<file path="src/rtl/pci_tt_pkg.sv">
package pci_tt_pkg;
  localparam logic [1:0] KIND_READ = 2'd0;
  localparam logic [1:0] KIND_MWI  = 2'd2;

  typedef enum logic [2:0] {
    DEC_XFER,
    DEC_DISC_DATA,
    DEC_DISC_NODATA,
    DEC_RETRY,
    DEC_ABORT
  } dec_e;

  typedef enum logic [1:0] {
    ST_IDLE,
    ST_DATA,
    ST_BACKOFF
  } st_e;
endpackage

</file>
<file path="src/rtl/pci_tt_decide.sv">
module pci_tt_decide
  import pci_tt_pkg::*;
#(
  parameter int CNTW       = 8,
  parameter int LINE_WORDS = 8,
  parameter int PWW        = 10
) (
  input  logic            first_i,
  input  logic            more_i,
  input  logic [1:0]      kind_i,
  input  logic [1:0]      mode_i,
  input  logic [PWW-1:0]  page_word_i,
  input  logic [CNTW-1:0] rd_avail_i,
  input  logic [CNTW-1:0] wr_free_i,
  input  logic            dly_match_i,
  input  logic            host_lock_i,
  input  logic            hard_fail_i,
  output dec_e            dec_o
);
  localparam logic [CNTW-1:0] NEED_LINE = CNTW'(LINE_WORDS);
  localparam logic [CNTW-1:0] NEED_ONE  = CNTW'(1);

  logic is_rd, is_mwi, rd_empty, rd_last, wr_short, wr_none, page_end, disc_cause;

  always_comb begin
    is_rd      = (kind_i == KIND_READ);
    is_mwi     = (kind_i == KIND_MWI);
    rd_empty   = (rd_avail_i == '0);
    rd_last    = (rd_avail_i == NEED_ONE);
    wr_none    = (wr_free_i == '0);
    wr_short   = wr_free_i < (is_mwi ? NEED_LINE : NEED_ONE);
    page_end   = &page_word_i;
    // early stop is only worth signalling if the master wants more phases
    disc_cause = more_i && ((mode_i != 2'd0) || (is_rd && rd_last) || (!is_rd && page_end));

    dec_o = DEC_XFER;
    if (first_i) begin
      if (host_lock_i)                                       dec_o = DEC_RETRY;
      else if ((is_rd && (dly_match_i || rd_empty)) ||
               (!is_rd && wr_short))                         dec_o = DEC_RETRY;
      else if (is_rd && hard_fail_i)                         dec_o = DEC_ABORT;
      else if (disc_cause)                                   dec_o = DEC_DISC_DATA;
    end else begin
      if ((is_rd && rd_empty) || (!is_rd && wr_none))        dec_o = DEC_DISC_NODATA;
      else if (disc_cause)                                   dec_o = DEC_DISC_DATA;
    end
  end
endmodule

</file>
<file path="src/rtl/pci_tt_fsm.sv">
module pci_tt_fsm
  import pci_tt_pkg::*;
(
  input  logic       clk_i,
  input  logic       rst_ni,
  input  logic       claim_i,
  input  logic       frame_n_i,
  input  logic       irdy_n_i,
  input  logic [1:0] kind_i,
  input  logic [1:0] mode_i,
  input  dec_e       dec_i,
  output logic [1:0] kind_o,
  output logic [1:0] mode_o,
  output logic       first_o,
  output logic       in_data_o,
  output logic       xfer_o,
  output logic       devsel_n_o,
  output logic       trdy_n_o,
  output logic       stop_n_o
);
  st_e  st_q;
  logic first_q, abort_q;
  logic [1:0] kind_q, mode_q;

  assign kind_o    = kind_q;
  assign mode_o    = mode_q;
  assign first_o   = first_q;
  assign in_data_o = (st_q == ST_DATA);
  // every data-stage outcome drives trdy or stop, so irdy alone closes a phase
  assign xfer_o    = in_data_o && !irdy_n_i && !trdy_n_o;

  always_comb begin
    devsel_n_o = 1'b1;
    trdy_n_o   = 1'b1;
    stop_n_o   = 1'b1;
    unique case (st_q)
      ST_DATA: begin
        devsel_n_o = (dec_i == DEC_ABORT);
        trdy_n_o   = !((dec_i == DEC_XFER) || (dec_i == DEC_DISC_DATA));
        stop_n_o   = (dec_i == DEC_XFER);
      end
      ST_BACKOFF: begin
        devsel_n_o = abort_q;
        stop_n_o   = 1'b0;
      end
      default: ;
    endcase
  end

  always_ff @(posedge clk_i or negedge rst_ni) begin
    if (!rst_ni) begin
      st_q    <= ST_IDLE;
      first_q <= 1'b0;
      abort_q <= 1'b0;
      kind_q  <= '0;
      mode_q  <= '0;
    end else begin
      unique case (st_q)
        ST_IDLE: if (claim_i && !frame_n_i) begin
          st_q    <= ST_DATA;
          first_q <= 1'b1;
          abort_q <= 1'b0;
          kind_q  <= kind_i;
          mode_q  <= mode_i;
        end
        ST_DATA: if (!irdy_n_i) begin
          first_q <= 1'b0;
          abort_q <= (dec_i == DEC_ABORT);
          if (frame_n_i)      st_q <= ST_IDLE;
          else if (!stop_n_o) st_q <= ST_BACKOFF;
        end
        ST_BACKOFF: if (frame_n_i) st_q <= ST_IDLE;
        default: st_q <= ST_IDLE;
      endcase
    end
  end
endmodule

</file>
<file path="src/rtl/pci_tt_parity.sv">
module pci_tt_parity #(
  parameter int DW = 32,
  parameter int BW = DW / 8
) (
  input  logic          clk_i,
  input  logic          rst_ni,
  input  logic          wr_xfer_i,
  input  logic [DW-1:0] ad_i,
  input  logic [BW-1:0] cbe_n_i,
  input  logic          par_i,
  output logic          par_err_o
);
  logic chk_q, exp_q, err_q;

  assign par_err_o = err_q;

  always_ff @(posedge clk_i or negedge rst_ni) begin
    if (!rst_ni) begin
      chk_q <= 1'b0;
      exp_q <= 1'b0;
      err_q <= 1'b0;
    end else begin
      chk_q <= wr_xfer_i;
      exp_q <= ^{ad_i, cbe_n_i};
      err_q <= chk_q && (par_i != exp_q);
    end
  end
endmodule

</file>
<file path="src/rtl/pci_term_ctrl.sv">
module pci_term_ctrl
  import pci_tt_pkg::*;
#(
  parameter int DW         = 32,
  parameter int CNTW       = 8,
  parameter int LINE_WORDS = 8,
  parameter int PAGE_BYTES = 4096,
  localparam int BW        = DW / 8,
  localparam int WORD_LSB  = $clog2(BW),
  localparam int PAGE_LSB  = $clog2(PAGE_BYTES),
  localparam int PWW       = PAGE_LSB - WORD_LSB
) (
  input  logic            clk_i,
  input  logic            rst_ni,
  input  logic            claim_i,
  input  logic            frame_n_i,
  input  logic            irdy_n_i,
  input  logic [1:0]      kind_i,
  input  logic [1:0]      burst_mode_i,
  input  logic [PWW-1:0]  page_word_i,
  input  logic [CNTW-1:0] rd_avail_i,
  input  logic [CNTW-1:0] wr_free_i,
  input  logic            dly_match_i,
  input  logic            host_lock_i,
  input  logic            hard_fail_i,
  input  logic [DW-1:0]   ad_i,
  input  logic [BW-1:0]   cbe_n_i,
  input  logic            par_i,
  output logic            devsel_n_o,
  output logic            trdy_n_o,
  output logic            stop_n_o,
  output logic            par_err_o
);
  dec_e       dec;
  logic [1:0] kind_q, mode_q;
  logic       first_q, in_data, xfer;

  pci_tt_decide #(.CNTW(CNTW), .LINE_WORDS(LINE_WORDS), .PWW(PWW)) u_decide (
    .first_i     (first_q),
    .more_i      (!frame_n_i),
    .kind_i      (kind_q),
    .mode_i      (mode_q),
    .page_word_i (page_word_i),
    .rd_avail_i  (rd_avail_i),
    .wr_free_i   (wr_free_i),
    .dly_match_i (dly_match_i),
    .host_lock_i (host_lock_i),
    .hard_fail_i (hard_fail_i),
    .dec_o       (dec)
  );

  pci_tt_fsm u_fsm (
    .clk_i      (clk_i),
    .rst_ni     (rst_ni),
    .claim_i    (claim_i),
    .frame_n_i  (frame_n_i),
    .irdy_n_i   (irdy_n_i),
    .kind_i     (kind_i),
    .mode_i     (burst_mode_i),
    .dec_i      (dec),
    .kind_o     (kind_q),
    .mode_o     (mode_q),
    .first_o    (first_q),
    .in_data_o  (in_data),
    .xfer_o     (xfer),
    .devsel_n_o (devsel_n_o),
    .trdy_n_o   (trdy_n_o),
    .stop_n_o   (stop_n_o)
  );

  pci_tt_parity #(.DW(DW), .BW(BW)) u_parity (
    .clk_i     (clk_i),
    .rst_ni    (rst_ni),
    .wr_xfer_i (xfer && (kind_q != KIND_READ)),
    .ad_i      (ad_i),
    .cbe_n_i   (cbe_n_i),
    .par_i     (par_i),
    .par_err_o (par_err_o)
  );
endmodule

</file>
<file path="config.mk">
export PLATFORM = sky130hd
export DESIGN_NAME = pci_term_ctrl
export DESIGN_NICKNAME = d
export VERILOG_FILES = /design/src/rtl/pci_tt_pkg.sv /design/src/rtl/pci_tt_decide.sv /design/src/rtl/pci_tt_fsm.sv /design/src/rtl/pci_tt_parity.sv /design/src/rtl/pci_term_ctrl.sv
export SDC_FILE = /design/constraint.sdc
export NUM_CORES = 1
export LEC_CHECK = 0
export ABC_CLOCK_PERIOD_IN_PS = 2600
export BUFFER_PORTS_ARGS = -buffer_cell sky130_fd_sc_hd__buf_2
export CORE_MARGIN = 3
export CORE_UTILIZATION = 40
export CTS_CLUSTER_SIZE = 28
export DETAILED_ROUTE_END_ITERATION = 10
export PLACE_DENSITY = 0.79
export SLEW_MARGIN = 20
export SYNTH_ARGS = -nofsm -noshare
export SYNTH_HDL_FRONTEND = slang
export SYNTH_SLANG_ARGS = --single-unit
</file>
<file path="constraint.sdc">
create_clock -name clk_i -period 2.6 [get_ports clk_i]
set_input_delay 0.13 -clock clk_i [delete_from_list [all_inputs] [get_ports clk_i]]
set_output_delay 0.13 -clock clk_i [all_outputs]
set_load 0.05 [all_outputs]
</file>
==> metrics, run 1 <==
final core occ=62.6%; CP delay by family, top=simple AND/OR/NAND/NOR gates; Slowest-stage cell, CP=or4_4; Cells after Synth=118; post-route insts no fill=231; Die Wd=57.8 microns; vias in the first global route=1101; Max Freq=401 MHz; dpl hpwl=2290 microns; largest net degree at the start of global routing=12; PnR Total Power=1.15 mW; EDFF count, synth=0; final hold vios=0; Adder-Cell Fraction of Synth Area=4.66%; First DRT Iteration DRCs=23; clock-pin slew on the worst setup and hold paths=70 ps; Critical Path Sink Type=primary output; max-cap violation count=0; DRC violations left=0; DRT Pass-1 Iters=4; Starting Density=42.6%; vias=1167; Filler cells=242; mux share of post-synthesis cell area=4.20%; crit share post-route=96.0%; worst skew pair latency=260 ps; slew margin rel.=68.4%; Worst Hold Class=in -> reg; Setup WS post-layout=104 ps; Die Span Y=57.8 microns; total gr overflow=0; Routed Antenna Nets=0; Post-Syn Area per Cell=9.10 sq um; status=finished, final reports clean; main combinational cell family by area after synthesis=XOR/XNOR gates; CTS Buf Count=3; clk root buf=clkbuf_4; Synthesis Warnings=0; crit path cell chain=or4_4 -> or4_4 -> nand3_1 -> a21boi_4 -> nand2b_4 -> o22ai_2 -> buf_6; Final Cell Area=1580 sq um; core box area=2520 sq um; Post-CTS Setup Bufs=0; maximum root-to-sink buffer count=2; simple-gate portion of the synthesized area=19.9%; CTS tree=yes; setup TNS=0 ps; Setup violations, final=0; worst ir drop on vdd=0.000676 V; Synth Area in XOR/XNOR=29.4%; initial antenna violation count=0; dpl ws=156 ps; dpl cell area=1510 sq um; Top FF cell, synth=dfrtp_1; flops & latches, synth=11; CP Buf/Inv Count=1; All-Layer GR Usage=15.7%; Worst Skew=2.66 ps; CP peak stage delay=560 ps; P per Cell Area=728 nW/um^2; Clock Sinks=11; Slew Limit Fails=0; Worst EP required=2470 ps; crit-path max FO=4; crit start category=flop; Lkg Pwr=0.750 nW; most numerous cell on the critical path=or4_4; syn nets=197; RSZ-0062 raised after global routing=no; first-pass GRT wire length=4190 microns; placed cells=226; Avg WL per Cell=11.1 microns; post-synthesis compound-gate area fraction=13.4%; worst hold slack=92.8 ps; wirelength, routed=2570 microns; sequential-to-total area share from yosys stat=25.6%; H-tree levels=1; die footprint=3340 sq um; synthesized area=1070 sq um; Final nets=281; Slew @ Worst Pin=462 ps; post-synth cell types=32; DR vias/cell=5.05; area delta synth->final=47.2%; row count=18; # IOs=79; Diodes inserted=0; path type of the worst setup path=reg -> out; min cycle time layout=2500 ps; IO Port Bufs=78; RePlAce Congestion=0.803; ys async rst share=100%; fraction of layout cells with a size suffix above 1=47.8%; Critical Path AT=2370 ps
==> cell usage in the layout, fill, tap and decap left out, drive strengths merged, types with 3 or more instances in the layout <==
cell	count
clkbuf	5
buf	77
nand2	7
xor2	4
dfrtp	11
nor4	3
ha	4
nand3	6
o21ai	5
a21oi	3
xnor2	32
mux2	4
or4	6
nor2	5
inv	8
==> layer usage <==
metal  vias up  track usage, %  wire length [microns]
met5         -               0                      0
met4         0            3.97                      0
met3         0            4.23                    272
met2        74            29.7                   1330
met1       508            17.1                    968
li1        585               -                      -
==> cell families (layout without fill, tap and decap cells) <==
family                   after synthesis  after routing
multiplexers                           4              4
adder cells (fa/ha/maj)                4              4
buffers and inverters                  8             91
AND/OR/NAND/NOR                       37             37
XOR/XNOR                              36             36
AO/OA/AOI/OAI                         18             18
flip-flops                            11             11
==> registers in the layout, summed over array words and instances, names as in the netlist <==
register and flops:
u_parity.par_err_o 1, u_fsm.st_q 2, u_fsm.abort_q 1, u_fsm.first_o 1
u_fsm.kind_o 2, u_parity.chk_q 1, u_parity.exp_q 1, u_fsm.mode_o 2
==> area by class of cell <==
type | instances | area [sq um] | area share (%)
sequential | 11 | 275 | 17.4
multi-input combinational | 99 | 802 | 50.8
timing repair buffer | 79 | 409 | 25.9
inverter | 8 | 30.0 | 1.90
tap | 30 | 37.5 | 2.38
clock buffer | 4 | 26.3 | 1.66
==> worst paths after layout <==
path / startpoint / to / slack (ps) / cells past startpoint
min in group asynchronous: rst_ni / u_fsm.st_q[1] / 260 / 2
min reg2reg: u_parity.chk_q / u_parity.par_err_o / 460 / 1
min: irdy_n_i / u_parity.chk_q / 90 / 2
max in group asynchronous: rst_ni / u_fsm.kind_o[1] / 2140 / 2
max: u_fsm.kind_o[1] / stop_n_o / 100 / 7
max reg2reg: u_fsm.kind_o[1] / u_fsm.st_q[1] / 200 / 7
==> power breakdown <==
group	internal, mW	switching, mW	total, mW
Clock	0.0593	0.0526	0.112
Sequential	0.239	0.0416	0.281
Combinational	0.342	0.416	0.757
==> repair_timing <==
item,CTS,global route
setup endpoints to repair,0,4
endpoints found under the hold margin,11,0
resized for setup,0,8
hold buffers,1,0
==> cell usage after synthesis (2+ instances only) <==
library cell,count,area share (%)
nand3_1,6,2.8
nand4_1,2,1.2
inv_1,8,2.8
o21ai_0,4,1.9
nor2b_1,2,1.2
nand2_1,7,2.4
xnor2_1,32,26
or4_1,3,2.1
xor2_1,4,3.3
or4_4,3,3.1
dfrtp_1,11,26
mux2_2,4,4.2
nand2b_1,2,1.2
ha_1,4,4.7
nor2_1,5,1.7
a21oi_1,3,1.4
nor4_1,3,1.7
Power figures use the tool's default switching activity.
==> inputs of run 2 (changes only) <==
Settings changed: CORE_UTILIZATION 40 to 42, CTS_BUF_LIST from default to sky130_fd_sc_hd__clkbuf_8, PLACE_DENSITY 0.79 to 0.83.
==> metrics, run 2 (synthesis results as in run 1) <==
All-Layer GR Usage=18.8% (+3.1 points); Final nets=281 (unchanged); Starting Density=46.3% (+3.7 points); crit start category=flop; Worst Hold Class=in -> reg; most frequent cells in the layout=77 x buf_2, 32 x xnor2_1, 11 x dfrtp_1, 9 x inv_1, 7 x nand2_1; flop2flop setup slack=80 ps (-120 ps); Lkg Pwr=0.759 nW (+1.2%); RePlAce Congestion=0.832 (+3.5%); largest net degree at the start of global routing=12 (unchanged); CP Buf/Inv Count=1 (unchanged); First DRT Iteration DRCs=9 (-61%); Slew @ Worst Pin=534 ps (+72.0 ps); core box area=2320 sq um (-8.1%); wirelength, routed=3030 microns (+18%); hold path depth=2 (unchanged); CP delay by family, top=simple AND/OR/NAND/NOR gates; worst skew pair latency=240 ps (-20 ps); Slew Limit Fails=0 (unchanged); CP peak stage delay=570 ps (about the same); Critical Path AT=2400 ps (+30 ps); commonest non-fill, non-tap cell in the layout=buf_2; row count=17 (-1); crit share post-route=97.2% (+1.2 points); HP Start=kind_i[0]; CTS tree=yes; # IOs=79 (unchanged); max-cap violation count=0 (unchanged); crit-path max FO=4 (unchanged); Final Cell Area=1580 sq um (+0.24%); first-pass GRT wire length=4910 microns (+17%); dpl hpwl=2590 microns (+13%); placed cells=224 (-0.88%); Setup violations, final=0 (unchanged); slew margin rel.=63.5% (-4.9 points); IO Port Bufs=78 (unchanged); Die Span Y=56.6 microns (-2.2%); setup TNS=0 ps (unchanged); Critical R2R Capture=u_fsm.st_q[1]; DRT Pass-1 Iters=4 (unchanged); DRC violations left=0 (unchanged); R2R depth=7 (unchanged); dpl cell area=1510 sq um (-0.17%); worst hold slack=130 ps (+37.4 ps); initial antenna violation count=0 (unchanged); clock-pin slew on the worst setup and hold paths=40 ps (-30 ps); P per Cell Area=764 nW/um^2 (+5.0%); worst ir drop on vdd=0.000645 V (-4.5%); fraction of layout cells with a size suffix above 1=47.3% (-0.50 points); crit path cell chain=or4_4 -> or4_4 -> nand3_1 -> a21boi_4 -> nand2b_4 -> o22ai_2 -> buf_4; total gr overflow=0 (unchanged); Worst EP required=2470 ps (about the same); Max Freq=396 MHz (-1.2%); CTS Buf Count=3 (unchanged); path type of the worst setup path=reg -> out; Die Wd=56.6 microns (-2.2%); vias in the first global route=1273 (+16%); final hold vios=0 (unchanged); Worst Skew=4.85 ps (+2.20 ps); status=finished, final reports clean; Diodes inserted=0 (unchanged); min cycle time layout=2530 ps (+30.3 ps); Routed Antenna Nets=0 (unchanged); most numerous cell on the critical path=or4_4; maximum root-to-sink buffer count=2 (unchanged); PnR Total Power=1.21 mW (+5.3%); die footprint=3200 sq um (-4.3%); clk root buf=clkbuf_8; R2R Path Start=u_fsm.kind_o[1]; DR vias/cell=5.21 (+3.1%); post-route insts no fill=229 (-0.87%); vias=1193 (+2.2%); area delta synth->final=47.6%; Post-CTS Setup Bufs=0 (unchanged); Avg WL per Cell=13.2 microns (+19%); Slowest-stage cell, CP=or4_4; hold-critical path endpoint=u_fsm.kind_o[0]; H-tree levels=1 (unchanged); Critical Path Sink Type=primary output; Clock Sinks=11 (unchanged)
[run 2: cell types whose count changed in the layout (fill, tap and decap cells not counted)]
| cell | previous run | this run |
|---|---|---|
| nor4_1 | 2 | 3 |
| clkbuf_1 | 1 | 0 |
| nor4_2 | 1 | 0 |
| clkbuf_4 | 4 | 0 |
| buf_6 | 1 | 0 |
| buf_2 | 76 | 77 |
| inv_1 | 8 | 9 |
| buf_4 | 0 | 1 |
| clkbuf_8 | 0 | 3 |
[run 2: layer usage]
layer / track usage (%) / share of wire (%) / up-vias
met2: 35.3 / 52 / 70
met5: 0 / 0 / -
met1: 19.1 / 34 / 530
met3: 5.75 / 11 / 10
met4: 7.12 / 2.6 / 0
li1: - / - / 583
[run 2: per-stage QoR]
step           setup slack [ps]  util, %
2_1_floorplan              20.9        -
3_5_place_dp                128     64.9
5_1_grt                   -16.3     68.3
6_report                   73.2     68.3
3_3_place_gp                241     64.9
4_1_cts                    64.6     67.3
[run 2: power by group]
group / switching [mW] / internal, mW / total, mW
Clock: 0.0601 / 0.103 / 0.163
Sequential: 0.0412 / 0.240 / 0.281
Combinational: 0.433 / 0.333 / 0.766
[run 2: cell type report]
| cell class | instances | area (sq um) |
|---|---|---|
| multi-input cells | 99 | 796 |
| fillers | 196 | 734 |
| repair buffers | 79 | 403 |
| flip-flops and latches | 11 | 275 |
| clock buffers | 3 | 41.3 |
| well taps | 28 | 35.0 |
| inverters | 8 | 30.0 |
| clock inverters | 1 | 3.75 |
[run 2: how the worst max path moves through the flow]
stage / startpoint / to / depth (start not counted)
finish: u_fsm.kind_o[1] / stop_n_o / 7
CTS: u_fsm.kind_o[1] / stop_n_o / 7
detailed placement: u_fsm.kind_o[1] / u_fsm.st_q[1] / 7
floorplan: u_fsm.kind_o[1] / stop_n_o / 6
global placement: u_fsm.kind_o[1] / u_fsm.st_q[1] / 7
global route: u_fsm.kind_o[1] / u_fsm.st_q[1] / 7
[run 2: worst reg2reg max path: cells and delay by family (launching register included)]
kind	cells	cell delay (ps)
AND/OR/NAND/NOR	4	1470
flip-flops	1	390
AO/OA/AOI/OAI	3	600
[run 2: repair_timing]
item | 4_1_cts | 5_1_grt
hold buffers | 1 | 0
gates resized for setup | 0 | 5
endpoints found under the hold margin | 11 | 0
setup endpoints to repair | 0 | 3
